$ cat config.mk
export PLATFORM = sky130hd
export DESIGN_NAME = ovs_accum
export DESIGN_NICKNAME = d
export VERILOG_FILES = /design/src/rtl/ovs_pkg.sv /design/src/rtl/ovs_ctrl.sv /design/src/rtl/ovs_datapath.sv /design/src/rtl/ovs_accum.sv
export SDC_FILE = /design/constraint.sdc
export NUM_CORES = 1
export LEC_CHECK = 0
export BUFFER_PORTS_ARGS = -buffer_cell sky130_fd_sc_hd__buf_2
export CORE_MARGIN = 2
export CORE_UTILIZATION = 48
export DETAILED_ROUTE_END_ITERATION = 8
export PLACE_DENSITY_LB_ADDON = 0.12
export SLEW_MARGIN = 20
export SYNTH_ARGS = -nofsm -noshare
export SYNTH_HDL_FRONTEND = slang
export SYNTH_HIERARCHICAL = 1
export SYNTH_SLANG_ARGS = --single-unit
$ cat constraint.sdc
create_clock -name clk -period 7.06 [get_ports clk]
set_input_delay 1.412 -clock clk [delete_from_list [all_inputs] [get_ports clk]]
set_output_delay 1.412 -clock clk [all_outputs]
set_load 0.1 [all_outputs]
$ cat src/rtl/ovs_pkg.sv
package ovs_pkg;
  typedef struct packed {
    logic clearAcc;
    logic addSample;
    logic emitAvg;
    logic passRaw;
  } ovsStrobe_t;
endpackage

$ cat src/rtl/ovs_ctrl.sv
module ovs_ctrl
  import ovs_pkg::*;
#(
  parameter int RATIO_W   = 3,
  parameter int SHIFT_W   = 4,
  parameter int MAX_SHIFT = 8
) (
  input  logic               clk,
  input  logic               rstN,
  input  logic               sampleValid,
  input  logic               ovsEnable,
  input  logic [RATIO_W-1:0] ovsRatio,
  input  logic [SHIFT_W-1:0] ovsShift,
  output ovsStrobe_t         strobe,
  output logic [SHIFT_W-1:0] shiftAmt
);
  localparam int CNT_W = 1 << RATIO_W;

  logic [CNT_W-1:0]   cnt;
  logic [RATIO_W-1:0] ratioHeld;
  logic [SHIFT_W-1:0] shiftHeld;
  logic               batchStart;
  logic [RATIO_W-1:0] activeRatio;
  logic [CNT_W:0]     batchLen;
  logic [CNT_W:0]     lastIdx;
  logic               atLast;
  logic               take;

  always_comb begin
    batchStart  = (cnt == '0);
    activeRatio = batchStart ? ovsRatio : ratioHeld;
    batchLen    = (CNT_W+1)'(2) << activeRatio;
    lastIdx     = batchLen - (CNT_W+1)'(1);
    take        = sampleValid && ovsEnable;
    atLast      = take && (cnt == lastIdx[CNT_W-1:0]);
    strobe.passRaw   = sampleValid && !ovsEnable;
    strobe.addSample = take;
    strobe.emitAvg   = atLast;
    strobe.clearAcc  = !ovsEnable || atLast;
    shiftAmt = (shiftHeld > SHIFT_W'(MAX_SHIFT)) ? SHIFT_W'(MAX_SHIFT) : shiftHeld;
  end

  always_ff @(posedge clk) begin
    if (!rstN) begin
      cnt       <= '0;
      ratioHeld <= '0;
      shiftHeld <= '0;
    end else begin
      if (take && batchStart) begin
        ratioHeld <= ovsRatio;
        shiftHeld <= ovsShift;
      end
      if (!ovsEnable)  cnt <= '0;
      else if (take)   cnt <= atLast ? '0 : cnt + 1'b1;
    end
  end

  // dropping the enable leaves no partial count behind
  a_r8_abort_clears: assert property (@(posedge clk) disable iff (!rstN)
    !ovsEnable |=> (cnt == '0));

  // captured shift stays fixed while a batch is under way
  a_r9_shift_held: assert property (@(posedge clk) disable iff (!rstN)
    (take && !batchStart) |=> $stable(shiftHeld));
endmodule

$ cat src/rtl/ovs_datapath.sv
module ovs_datapath
  import ovs_pkg::*;
#(
  parameter int SAMPLE_W = 12,
  parameter int ACC_W    = 20,
  parameter int SHIFT_W  = 4,
  parameter int OUT_W    = 16
) (
  input  logic                clk,
  input  logic                rstN,
  input  ovsStrobe_t          strobe,
  input  logic [SAMPLE_W-1:0] sampleData,
  input  logic [SHIFT_W-1:0]  shiftAmt,
  output logic [OUT_W-1:0]    resultData,
  output logic                resultValid
);
  localparam int RND_W = ACC_W + 1;

  logic [ACC_W-1:0] acc;
  logic [ACC_W-1:0] sumNext;
  logic [RND_W-1:0] roundBias;
  logic [RND_W-1:0] rounded;
  logic [RND_W-1:0] shifted;
  logic [OUT_W-1:0] avgOut;
  logic [OUT_W-1:0] rawOut;

  generate
    if (OUT_W >= SAMPLE_W) begin : g_ext
      assign rawOut = OUT_W'(sampleData);
    end else begin : g_cut
      assign rawOut = sampleData[OUT_W-1:0];
    end
  endgenerate

  always_comb begin
    sumNext   = acc + ACC_W'(sampleData);
    roundBias = (shiftAmt == '0) ? '0 : (RND_W'(1) << (shiftAmt - 1'b1));
    rounded   = {1'b0, sumNext} + roundBias;
    shifted   = rounded >> shiftAmt;
    avgOut    = shifted[OUT_W-1:0];
  end

  always_ff @(posedge clk) begin
    if (!rstN) begin
      acc         <= '0;
      resultData  <= '0;
      resultValid <= 1'b0;
    end else begin
      if (strobe.clearAcc)       acc <= '0;
      else if (strobe.addSample) acc <= sumNext;

      resultValid <= strobe.passRaw || strobe.emitAvg;
      if (strobe.passRaw)      resultData <= rawOut;
      else if (strobe.emitAvg) resultData <= avgOut;
    end
  end

  // a batch-complete strobe always leaves the accumulator empty
  a_r3_acc_restart: assert property (@(posedge clk) disable iff (!rstN)
    strobe.emitAvg |=> (acc == '0));
endmodule

$ cat src/rtl/ovs_accum.sv
module ovs_accum
  import ovs_pkg::*;
#(
  parameter int SAMPLE_W  = 12,
  parameter int RATIO_W   = 3,
  parameter int SHIFT_W   = 4,
  parameter int MAX_SHIFT = 8,
  parameter int OUT_W     = 16
) (
  input  logic                clk,
  input  logic                rstN,
  input  logic                sampleValid,
  input  logic [SAMPLE_W-1:0] sampleData,
  input  logic                ovsEnable,
  input  logic [RATIO_W-1:0]  ovsRatio,
  input  logic [SHIFT_W-1:0]  ovsShift,
  output logic [OUT_W-1:0]    resultData,
  output logic                resultValid
);
  localparam int ACC_W = SAMPLE_W + (1 << RATIO_W);

  ovsStrobe_t          strobe;
  logic [SHIFT_W-1:0]  shiftAmt;

  ovs_ctrl #(
    .RATIO_W(RATIO_W), .SHIFT_W(SHIFT_W), .MAX_SHIFT(MAX_SHIFT)
  ) u_ctrl (
    .clk(clk), .rstN(rstN), .sampleValid(sampleValid), .ovsEnable(ovsEnable),
    .ovsRatio(ovsRatio), .ovsShift(ovsShift), .strobe(strobe), .shiftAmt(shiftAmt)
  );

  ovs_datapath #(
    .SAMPLE_W(SAMPLE_W), .ACC_W(ACC_W), .SHIFT_W(SHIFT_W), .OUT_W(OUT_W)
  ) u_dp (
    .clk(clk), .rstN(rstN), .strobe(strobe), .sampleData(sampleData),
    .shiftAmt(shiftAmt), .resultData(resultData), .resultValid(resultValid)
  );

  // pass-through sample shows up zero-extended one cycle later
  a_r2_passthrough: assert property (@(posedge clk) disable iff (!rstN)
    (sampleValid && !ovsEnable) |=>
      (resultValid && resultData == OUT_W'($past(sampleData))));

  // no result without a sample on the previous edge
  a_r7_no_idle_valid: assert property (@(posedge clk) disable iff (!rstN)
    !sampleValid |=> !resultValid);
endmodule

==> impl_metrics.py, run 1 <==
metrics = {
    "yosys": {
        "ys.flop_type": "dfxtp_1",
        "syn_nets": 753,
        "synth_area_sq_um": 5310,
        "synth_edf_count": 0,
        "synth-seq-cells": 52,
        "ys_seq_area_frac": 0.196,
        "synth_cells": 697,
        "synth.avg_cell_area_sq_um": 7.62,
        "ys_types": 86,
        "ys.warnings.count": 6,
        "synth-async-reset-ratio": 0,
    },
    "clock_network": {
        "clk_path_buf_depth": 2,
        "cts.sinks": 52,
        "cts_resized": 0,
        "cts_buffers": 5,
        "clkLatencyLatePin_ns": 0.34,
        "cts_setup_buffers": 0,
        "cts.htree.levels": 2,
        "cts_tree": "done",
        "clkTransAtPathRegs_ns": 0.10,
        "hold_buffers": 0,
        "cts_root_buf": "clkbuf_8",
    },
    "critical_path": {
        "worstSetupEndpointType": "flop",
        "reg2reg_depth": 15,
        "arrival_ns": 6.24,
        "startpoint_type": "input port",
        "cp.required_ns": 7.26,
        "reg2reg_slack_ns": 1.52,
        "worstSetupPathType": "input port to flop",
        "r2r-end": "u_dp/resultData[6]",
        "worst-path-max-fanout": 9,
        "reg2reg_from": "u_ctrl/shiftHeld[3]",
    },
    "timing": {
        "finalSetupViolations": 0,
        "final_max_slew_viol_count": 0,
        "finalSetupTns_ns": 0,
        "period_share": 0.855,
        "rsz0062_at_grt": "false",
        "skew_ns": 0.0129,
        "timing.slew.headroom": 0.419,
        "clock.fmax_ghz": 0.166,
        "hold_viol": 0,
        "tightest_slew_ns": 0.865,
        "fin_crit_ns": 6.03,
        "setup_ws_ns": 1.03,
    },
    "power": {
        "vdd_ir_drop_max_v": 0.000136,
        "p_leak_uw": 0.00230,
        "power_density_nw_per_um2": 141,
    },
    "run": {
        "cap_violations": 0,
    },
    "routing": {
        "drc": 0,
        "drt-wirelength-per-cell_um": 19.2,
        "dr.pass1.iters": 5,
        "via_count": 5435,
        "drt_iter0_drc": 579,
        "wirelength_mm": 16.3,
        "antenna_left": 0,
        "viasPerCell": 6.39,
    },
    "placed_design": {
        "gp_congestion": 0.919,
        "hpwlAfterDp_mm": 12.8,
        "dp_slack_ns": 0.748,
        "io_buffer_count": 39,
    },
    "grt": {
        "antenna_found_initial": 0,
        "gr-usage-all-layers": 0.281,
        "grt_pass1_wl_mm": 26.2,
        "grt_max_degree": 26,
        "grt_pass1_vias": 4947,
        "grt-ovfl-total": 0,
    },
    "cells_and_area": {
        "multiInputGateArea_sq_um": 4030,
        "syn_to_final_growth_pct": 6.45,
        "num-fill-cells": 1085,
        "layout_commonest_cell": "nor2_1",
        "final_nets": 764,
        "drive_gt1_frac": 0.117,
        "final_cell_mix": "nor2_1 (76), nand2_1 (65), a21oi_1 (52), dfxtp_1 (52), buf_2 (39)",
        "ff_latch_area_sq_um": 1040,
    },
    "floorplanning": {
        "io_pins": 40,
        "die-width_um": 109,
        "core_sq_um": 10800,
        "initial_core_util": 0.490,
        "die_height_um": 109,
        "rows": 38,
        "dieArea_sq_um": 11900,
    },
    "worst_hold_path": {
        "worstHoldPathCells": 2,
        "holdCritPathClass": "flop to flop",
        "hold_start": "u_dp/resultData[14]",
        "hold_end": "u_dp/resultData[14]",
    },
    "outcome": {
        "status": "finished clean",
    },
}
through the flow:
stage | power [uW] | instance area [sq um] | hold WS (ns) | util | instances
global placement | 574 | 5540 | 0.439 | 0.511 | 841
global route | 839 | 5650 | 0.498 | 0.522 | 849
floorplan | 515 | 5310 | 0.465 | - | 697
detailed placement | 578 | 5540 | 0.440 | 0.511 | 841
finish | 797 | 5660 | 0.463 | 0.522 | 850
CTS | 800 | 5650 | 0.462 | 0.522 | 849
metal layers:
layer,up-vias,global-route usage,share of wire
li1,2625,-,-
met1,2570,0.383,0.45
met2,217,0.433,0.44
met3,23,0.0681,0.090
met4,0,0.0940,0.020
met5,-,0,0
cells by family after synthesis:
| family | Yosys count | synth area share |
|---|---|---|
| other | 1 | 0.000706 |
| adders and majority gates | 33 | 0.0805 |
| AOI/OAI and AO/OA | 201 | 0.267 |
| and+or+nand+nor | 276 | 0.259 |
| muxes | 34 | 0.0768 |
| DFF | 52 | 0.196 |
| xor gates and xnor gates | 45 | 0.0742 |
| buffers and inverters | 55 | 0.0450 |
how the worst max path moves through the flow:
stage | start | end | slack (ns) | depth (start not counted)
4_1_cts | sampleData[0] | u_dp/resultData[6] | 1.12 | 16
5_1_grt | sampleData[0] | u_dp/resultData[6] | 0.70 | 18
3_3_place_gp | sampleData[0] | u_dp/resultData[6] | 0.85 | 16
2_1_floorplan | sampleData[0] | u_dp/resultData[6] | 1.68 | 17
3_5_place_dp | sampleData[0] | u_dp/resultData[6] | 0.75 | 16
6_report | sampleData[0] | u_dp/resultData[6] | 1.03 | 16
cell type report:
cell class / instances / share of cell area
Antenna cell: 1 / 0.000442
Clock buffer: 5 / 0.0122
Clock inverter: 3 / 0.00818
Inverter: 15 / 0.00995
Multi-Input combinational cell: 590 / 0.713
Sequential cell: 52 / 0.184
Tap cell: 140 / 0.0310
Timing Repair Buffer: 44 / 0.0411
worst max-delay path: stages:
cell,delay (ns)
buf_2,0.11
ha_1,0.22
fa_1,0.41
a21o_1,0.21
a221o_2,0.45
xor2_1,0.19
ha_1,0.39
nand2_1,0.17
nor3_2,0.44
o311ai_1,0.23
and3_1,0.26
or3_1,0.53
nor3_2,0.27
nor2_1,0.09
a2111oi_0,0.67
o32ai_1,0.18
Yosys cell counts, drive strengths merged (14+ instances only):
cell type | number | area share
a211oi | 17 | 0.025
a21oi | 53 | 0.051
clkbuf | 29 | 0.021
dfxtp | 52 | 0.20
ha | 31 | 0.073
inv | 14 | 0.0099
mux2i | 25 | 0.047
nand2 | 65 | 0.046
nand3 | 25 | 0.024
nor2 | 77 | 0.055
nor2b | 17 | 0.020
nor3 | 22 | 0.024
o21ai | 32 | 0.030
xnor2 | 28 | 0.046
xor2 | 17 | 0.028
state kept, by name, indices dropped and copies added, names as in the netlist:
signal            count
u_ctrl/cnt            8
u_ctrl/ratioHeld      3
u_ctrl/shiftHeld      4
u_dp/acc             20
u_dp/resultData      16
u_dp/resultValid      1
report_power, final:
group	leakage [uW]	internal [uW]	total [uW]	switching, uW
clock	0.0000548	107	219	113
combinational	0.00182	92.8	268	175
sequential	0.000422	302	310	8.52
Note: power is estimated with default switching activity, not from simulation.
==> run 2, diff against run 1 <==
--- a/config.mk
+++ b/config.mk
@@ -5,11 +5,12 @@
 export SDC_FILE = /design/constraint.sdc
 export NUM_CORES = 1
 export LEC_CHECK = 0
+export ABC_AREA = 1
 export BUFFER_PORTS_ARGS = -buffer_cell sky130_fd_sc_hd__buf_2
 export CORE_MARGIN = 2
 export CORE_UTILIZATION = 48
 export DETAILED_ROUTE_END_ITERATION = 8
-export PLACE_DENSITY_LB_ADDON = 0.12
+export PLACE_DENSITY_LB_ADDON = 0.15
 export SLEW_MARGIN = 20
 export SYNTH_ARGS = -nofsm -noshare
 export SYNTH_HDL_FRONTEND = slang
==> run 2 against run 1 <==
Net effect:
- sequential share of layout area shrank 0.33 points
- final area grew 1.8%
- register-to-register slack better by 1.1 ns
- non-clock buffer count grew 1
- count of clock-buffer cells in the layout unchanged
- via count increased by 6.7%
- sequential power is 1% higher
- routed wire length is 1.1% higher
- die area is 1.6% higher
- critical path depth up 7
- setup slack improved by 1.2 ns
==> impl_metrics.py, run 2 <==
metrics = {
    "outcome": {
        "status": "finished clean",
    },
    "routing": {
        "wirelength_mm": 16.5,
        "via_count": 5800,
        "viasPerCell": 5.46,
        "drt_iter0_drc": 404,
        "antenna_left": 0,
        "dr.pass1.iters": 5,
        "drt-wirelength-per-cell_um": 15.5,
        "drc": 0,
    },
    "yosys": {
        "synth-async-reset-ratio": 0,
        "ys.warnings.count": 6,
        "synth_edf_count": 0,
        "synth.top_cell.area_share": 0.193,
        "synth.avg_cell_area_sq_um": 6.04,
        "synth.most_common_cell": "nand2_1",
        "synth_area_leader_cell": "dfxtp_1",
        "ys.flop_type": "dfxtp_1",
        "synth-xor-area-share": 0.0454,
        "synth_compound_area_frac": 0.123,
        "synth-simple-area-share": 0.455,
        "synth_top_family_by_area": "simple AND/OR/NAND/NOR gates",
        "ys_types": 46,
        "synth_mux_area_frac": 0.00185,
        "synth_cells": 894,
        "ys_seq_area_frac": 0.193,
        "synth-seq-cells": 52,
        "synth_area_sq_um": 5400,
        "synth_fa_ha_area_frac": 0.0792,
        "syn_nets": 950,
        "synth.area.top_cells": "dfxtp_1 (19%), nand2_1 (15%), nand3_1 (9.9%), nor2_1 (8.1%), ha_1 (7.2%)",
        "ys_top_cells_by_count": "nand2_1 (222), nor2_1 (117), nand3_1 (107)",
    },
    "cells_and_area": {
        "largest_register_ffs": 20,
        "reg.largest.list": "u_dp/acc x20, u_dp/resultData x16, u_ctrl/cnt x8",
        "final_cells": 1062,
        "final_cell_mix": "nand2_1 (222), nor2_1 (117), nand3_1 (107), inv_1 (97), dfxtp_1 (52)",
        "drive_gt1_frac": 0.140,
        "final_nets": 977,
        "syn_to_final_growth_pct": 6.60,
        "diodes": 0,
        "largest-register": "u_dp/acc",
        "layout_commonest_cell": "nand2_1",
    },
    "critical_path": {
        "slowest_stage": "fa_1",
        "worstSetupEndpointType": "flop",
        "arrival_ns": 5.03,
        "startpoint_type": "input port",
        "cp-startpoint": "sampleData[0]",
        "r2r-end": "u_dp/resultData[8]",
        "cp_top_family": "simple AND/OR/NAND/NOR gates",
        "cpPeakStageDelay_ns": 0.40,
        "reg2reg_depth": 26,
        "reg2reg_from": "u_ctrl/shiftHeld[3]",
        "crit_cells": 23,
        "crit_path_frequent_cell": "nand2_1",
        "worstSetupPathType": "input port to flop",
        "path_cells": "buf_2 > ha_1 > fa_1 > nand3_1 > nand3_2 > nand2_1 > nand2_2 > a31oi_1 > xor2_1 > ha_1 > nand2_1 > nor3_1 > inv_1 > or2_1 > nand3_2 > xor2_1 > nand2_1 > nand3_1 > nand2_1 > nand2_1 > nand2_1 > o211ai_1 > a21oi_1",
        "worst-path-max-fanout": 5,
        "reg2reg_slack_ns": 2.58,
        "cp.required_ns": 7.28,
        "worstPathBufferInverterCount": 2,
    },
    "placed_design": {
        "hpwlAfterDp_mm": 13.2,
        "io_buffer_count": 39,
        "gp_congestion": 0.977,
        "placed_cells": 1054,
    },
    "timing": {
        "hold-worst-slack_ns": 0.469,
        "finalSetupTns_ns": 0,
        "finalSetupViolations": 0,
        "fin_crit_ns": 4.81,
        "hold_viol": 0,
        "clock.fmax_ghz": 0.208,
        "final_max_slew_viol_count": 0,
        "rsz0062_at_grt": "false",
        "period_share": 0.681,
        "timing.slew.headroom": 0.480,
        "skew_ns": 0.00741,
        "tightest_slew_ns": 0.780,
    },
    "clock_network": {
        "cts.sinks": 52,
        "clkLatencyLatePin_ns": 0.35,
        "clkTransAtPathRegs_ns": 0.11,
        "cts_tree": "done",
        "cts_buffers": 5,
        "clk_path_buf_depth": 2,
        "cts_setup_buffers": 0,
        "cts_root_buf": "clkbuf_8",
        "cts.htree.levels": 2,
        "hold_buffers": 0,
        "cts_resized": 0,
    },
    "power": {
        "power_density_nw_per_um2": 149,
        "clkPwrFrac": 0.228,
        "switching_share": 0.440,
        "vdd_ir_drop_max_v": 0.000100,
        "p_leak_uw": 0.00298,
        "seqPwrFrac": 0.367,
        "p_int_uw": 479,
        "combinationalPowerShare": 0.404,
        "p_switching_uw": 377,
    },
    "grt": {
        "grt_max_degree": 27,
        "gr-usage-all-layers": 0.279,
        "grt-ovfl-total": 0,
        "grt_pass1_vias": 5173,
        "grt_pass1_wl_mm": 25.9,
        "antenna_found_initial": 0,
    },
    "worst_hold_path": {
        "hold_start": "u_dp/resultData[11]",
        "worstHoldPathCells": 2,
        "holdCritPathClass": "flop to flop",
        "hold_end": "u_dp/resultData[11]",
    },
    "floorplanning": {
        "io_pins": 40,
        "initial_core_util": 0.496,
        "dieArea_sq_um": 12100,
        "rows": 38,
        "die_height_um": 110,
        "die-width_um": 110,
        "core_sq_um": 10900,
    },
    "run": {
        "cap_violations": 0,
    },
}
==> run 2: cell types whose count changed after synthesis, moves of 10 or more <==
cell	delta
xnor2_1	-23
nand2_1	+157
nor2_1	+41
nand2_2	+23
nor2b_1	-17
a211oi_1	-10
nand3_2	+17
mux2i_1	-24
nand3_1	+82
inv_1	+85
clkbuf_1	-18
==> run 2: cell families (layout without fill, tap and decap cells) <==
group | count (synthesis) | in the layout
AO/OA/AOI/OAI | 112 | 112
XOR/XNOR | 28 | 28
adder cells (fa/ha/maj) | 33 | 33
buffers and inverters | 131 | 159
flip-flops | 52 | 52
multiplexers | 1 | 1
other | 1 | 1
AND/OR/NAND/NOR | 536 | 536
==> run 2: power groups by stage <==
stage                     combinational, uW  sequential, uW  clock, uW
after global routing                    379             316        211
after CTS                               341             314        202
after floorplan                         226             354          0
after detailed placement                340             321          0
final                                   346             314        195
after global placement                  341             321          0
==> run 2: final cells by class <==
type                    instances  area (sq um)
clock buffers                   5          68.8
multi-input cells             711          3810
well taps                     140           175
flip-flops and latches         52          1040
clock inverters                 3          25.0
repair buffers                 45           240
fillers                      1177          5130
inverters                     106           398
==> run 2: worst max path at each step <==
| stage | endpoint |
|---|---|
| floorplan | u_dp/resultData[9] |
| global placement | u_dp/resultData[1] |
| detailed placement | u_dp/resultData[1] |
| CTS | u_dp/resultData[1] |
| global route | u_dp/resultData[2] |
| finish | u_dp/resultData[1] |
==> run 2: worst reg2reg max path: cells and delay by family, from the launching register on <==
kind            cells  cell delay (ns)
simple gates       18             1.63
buf+inv             4             0.93
flops               1             0.81
fa+ha+maj           2             0.65
xor+xnor            1             0.29
compound gates      1             0.05
==> run 2: routing by layer <==
metal | vias to the layer above | routed length, um | track usage
met5 | - | 0 | 0
met4 | 0 | 556 | 0.103
met3 | 37 | 1120 | 0.0517
met2 | 198 | 7120 | 0.426
met1 | 2599 | 7700 | 0.391
li1 | 2966 | - | -
==> run 2: through the flow <==
stage	area, sq um	util	worst slack, ns	total power [uW]
6_report	5760	0.529	2.25	855
5_1_grt	5760	0.529	1.98	906
4_1_cts	5760	0.529	2.32	857
3_5_place_dp	5670	0.520	1.98	660
3_3_place_gp	5670	0.520	1.91	662
2_1_floorplan	5400	-	2.67	580
